[src/rtl/bus_read_slave.sv]
module bus_read_slave #(
  parameter int ADDR_W = 16,
  parameter int DATA_W = 8,
  parameter logic [ADDR_W-1:0] DEV_ADDR = '0
) (
  input  logic              clk,
  input  logic              rst,
  input  logic [ADDR_W-1:0] bus_addr,
  input  logic              addr_strobe,
  input  logic [DATA_W-1:0] core_data,
  input  logic              core_avail,
  output logic [DATA_W-1:0] bus_data,
  output logic              bus_data_oe,
  output logic              data_ready
);

  typedef enum logic [1:0] {S_IDLE, S_WAIT, S_RESP} state_t;

  state_t            state;
  logic [DATA_W-1:0] hold_q;
  logic              hit;

  assign hit = addr_strobe && (bus_addr == DEV_ADDR);

  always_ff @(posedge clk) begin
    if (rst) begin
      state  <= S_IDLE;
      hold_q <= '0;
    end else begin
      case (state)
        S_IDLE: if (hit) state <= S_WAIT;
        S_WAIT: if (core_avail) begin
          hold_q <= core_data;
          state  <= S_RESP;
        end
        default: state <= S_IDLE;
      endcase
    end
  end

  assign data_ready  = (state == S_RESP);
  assign bus_data_oe = data_ready;
  assign bus_data    = bus_data_oe ? hold_q : '0;

endmodule


[config.mk]
export PLATFORM = sky130hd
export DESIGN_NAME = bus_read_slave
export DESIGN_NICKNAME = d
export VERILOG_FILES = /design/src/rtl/bus_read_slave.sv
export SDC_FILE = /design/constraint.sdc
export NUM_CORES = 1
export LEC_CHECK = 0
export BUFFER_PORTS_ARGS = -buffer_cell sky130_fd_sc_hd__buf_2
export CAP_MARGIN = 20
export CELL_PAD_IN_SITES_DETAIL_PLACEMENT = 2
export CELL_PAD_IN_SITES_GLOBAL_PLACEMENT = 2
export CORE_MARGIN = 1.5
export CORE_UTILIZATION = 19
export CTS_BUF_LIST = sky130_fd_sc_hd__clkbuf_8 sky130_fd_sc_hd__clkbuf_16
export DETAILED_ROUTE_END_ITERATION = 12
export GPL_TIMING_DRIVEN = 0
export HOLD_SLACK_MARGIN = 0.03
export PLACE_DENSITY = 0.81
export SLEW_MARGIN = 40
export SYNTH_ARGS = -nofsm -noshare
export SYNTH_HDL_FRONTEND = slang
export SYNTH_SLANG_ARGS = --single-unit
export TNS_END_PERCENT = 5
[constraint.sdc]
create_clock -name clk -period 2 [get_ports clk]
set_clock_uncertainty 0.1 [all_clocks]
set_input_delay 0.1 -clock clk [delete_from_list [all_inputs] [get_ports clk]]
set_output_delay 0.1 -clock clk [all_outputs]
set_load 0.01 [all_outputs]
==> metrics.md <==
| Metric | Value |
|---|---|
| Area share of the largest cell type after synthesis | `a little over two fifths` |
| Drt drc | `0` |
| DIE HEIGHT | `about 52 um` |
| Top sig layer | `met4` |
| Largest area contributor in the netlist | `dfxtp_1` |
| Hold Path End | `hold_q[4]` |
| DR pass1 iterations | `2` |
| DR WL met2 | `968 um` |
| Mean area per synthesized cell | `roughly 9.2 sq um` |
| Async SR Flop Fraction | `0%` |
| Mapped Area | `between 400 and 500 sq um` |
| Largest net degree at the start of global routing | `11` |
| Relative slew slack | `roughly three quarters` |
| Hold Path Depth | `3` |
| Path depth of the worst reg2reg path | `4` |
| Row count | `17` |
| Vias in the first global route | `between 600 and 700` |
| Worst path bufs/invs | `2` |
| Endpoint class of the critical path | `output port` |
| Total core area | `2250 sq um` |
| Setup crit start | `state[1]` |
| CP Class | `register to output port` |
| Worst path cell trace | `nor2b_1 -> clkbuf_1 -> and2_1 -> buf_2` |
| Clock Tree Buf Depth | `2` |
| Total grt overflow | `0` |
| Crit path DAT | `roughly 1.4 ns` |
| CTS tree | `built` |
| Post-synth EDFFs | `0` |
| Met1 WL | `slightly above 500 um` |
| Max Clk Rate | `roughly 650 MHz` |
| Initial antenna violation count | `0` |
| DP Worst Slack | `0.669 ns` |
| Post-synthesis instance total | `50` |
| Crit-path max FO | `10` |
| R2r setup slk | `approximately 0.84 ns` |
| Fillers | `just under 300` |
| Critical-path top delay cell | `dfxtp_1` |
| RSZ-0062 raised after global routing | `false` |
| Clock transition at path regs | `around 0.040 ns` |
| Hold_sp | `core_data[4]` |
| # Max-Cap Violations | `0` |
| Critical path's top delay family | `buffers and inverters` |
| Min cycle time layout | `around 1.5 ns` |
| Io pins | `38` |
| Share of layout cells above drive strength 1 | `between 40% and 50%` |
| Post-route antenna net violation count | `0` |
| Synth area leaders | `dfxtp_1 (44%), mux2i_1 (17%), and2_1 (11%)` |
| CTS Buf Count | `3` |
| Tot GR Track Use | `between 10% and 20%` |
| Leakage Power | `0.438 nW` |
| Final hold vios | `0` |
| Final nets | `about 130` |
| Reg2reg end | `hold_q[6]` |
| Yosys warning count | `0` |
| Initial Util | `about 20%` |
| Min Hold Slack | `0.0303 ns` |
| Post-synth net total | `78` |
| WL met3 | `72 um` |
| Vias after detailed routing | `540` |
| Critical Path RT | `1.80 ns` |
| Power density over cell area | `between 500 and 600 nW/um^2` |
| Synthesis-to-layout area growth | `72.2%` |
| Post-DR vias/cell | `about 4.3` |
| Avg WL per Cell | `between 10 and 15 um` |
| ANT cells | `0` |
| Post-route setup TNS | `0 ns` |
| CTS resizes | `0` |
| Die Footprint | `approximately 2700 sq um` |
| Yosys reg bits | `10` |
| Post-synth cell types | `15` |
| Worst slew pin tran | `between 0.3 and 0.4 ns` |
| Clock sink count | `10` |
| Fin crit share | `between 70% and 80%` |
| Routability cong. | `approximately 0.73` |
| Top FF cell, synth | `dfxtp_1` |
| Hold Crit Class | `input port to register` |
| DR iter-0 viols | `1` |
| I/O Buffers | `37` |
| Final wirelength | `between 1500 and 2000 um` |
| H-tree Lvls | `1` |
| Root Driver | `clkbuf_8` |
| Final worst slack | `~0.45 ns` |
| Outcome | `finished, final reports clean` |
| First-pass GRT wire length | `2600 um` |
| Startpoint Class | `register` |
| Die W | `about 52 um` |
| Worst vdd ir | `0.342 mV` |
| Final setup violation count | `0` |
| Worst-Skew Late Latency | `~0.23 ns` |
| Cell count after placement | `around 120` |
| Fin cells | `125` |
| Crit-path max cell delay | `roughly 0.35 ns` |
| Seq/Total Area, Yosys | `roughly 44%` |
| Max Slew Vio Count | `0` |
| RR Startpoint | `state[1]` |
-- worst register-to-register path: cells and delay by family (launching register included) --
kind / cells / cell delay [ns]
muxes: 1 / 0.23
buffers and inverters: 1 / 0.20
DFF: 1 / 0.35
and+or+nand+nor: 2 / 0.17
-- cell families (layout without fill, tap and decap cells) --
group	after synthesis	in the layout	share of synthesized area [%]
simple gates	27	27	32.7
flops	10	10	43.6
mux	8	8	17.4
buf+inv	4	51	5.17
compound gates	1	1	1.09
-- power breakdown --
part / leakage [nW] / total (mW) / switching (mW) / internal [mW]
logic: 0.336 / 0.0443 / 0.0144 / 0.0299
registers: 0.0805 / 0.200 / 0.000000454 / 0.200
clock network: 0.0216 / 0.204 / 0.0732 / 0.131
-- metal layers --
layer	vias to the layer above	GRT usage, %
li1	264	-
met1	257	10.4
met2	17	30.0
met3	2	3.45
met4	0	7.69
met5	-	0
-- cell usage after synthesis, drive strengths merged (3+ instances only) --
master,n
mux2i,8
nor2,9
dfxtp,10
and2,8
nor4,4
buf,3
-- placed cells by master (no fill, tap or decap), drive strengths merged --
cell / netlist / final
nor4: 4 / 4
nand3: 1 / 1
dlygate4sd3: 0 / 7
nor2b: 1 / 1
nor4b: 1 / 1
o21ai: 1 / 1
or4b: 1 / 1
clkbuf: 1 / 4
buf: 3 / 40
nand2: 1 / 1
nand3b: 1 / 1
nor2: 9 / 9
dfxtp: 10 / 10
and2: 8 / 8
mux2i: 8 / 8
-- final cells by class --
class                   instances  area, sq um  share of cell area [%]
repair buffers                 44          255                    32.3
multi-input cells              36          235                    29.7
flip-flops and latches         10          200                    25.3
clock buffers                   3         41.3                    5.22
well taps                      28         35.0                    4.43
plain buffers                   4         23.8                    3.01
-- what timing repair did --
action	CTS	global route
setup buffers	0	0
hold buffers	7	0
endpoints found under the hold margin	7	0
-- through the flow --
stage               power [mW]  cell area, sq um  util [%]
floorplan                0.209               459         -
global placement         0.236               679      30.1
detailed placement       0.238               679      30.1
CTS                      0.460               791      35.1
global route             0.475               791      35.1
finish                   0.449               791      35.1
-- state kept, by name, summed over array words and instances, names as in the netlist --
signal,flops
hold_q,8
state,2
-- worst max path at each step --
| stage | to | depth (start not counted) |
|---|---|---|
| after floorplan | bus_data[0] | 3 |
| after detailed placement | bus_data[2] | 4 |
| after CTS | bus_data[2] | 4 |
| final | bus_data[6] | 4 |
| after global routing | bus_data[2] | 4 |
| after global placement | bus_data[3] | 4 |
No activity file was read; power rests on OpenSTA's default activity.
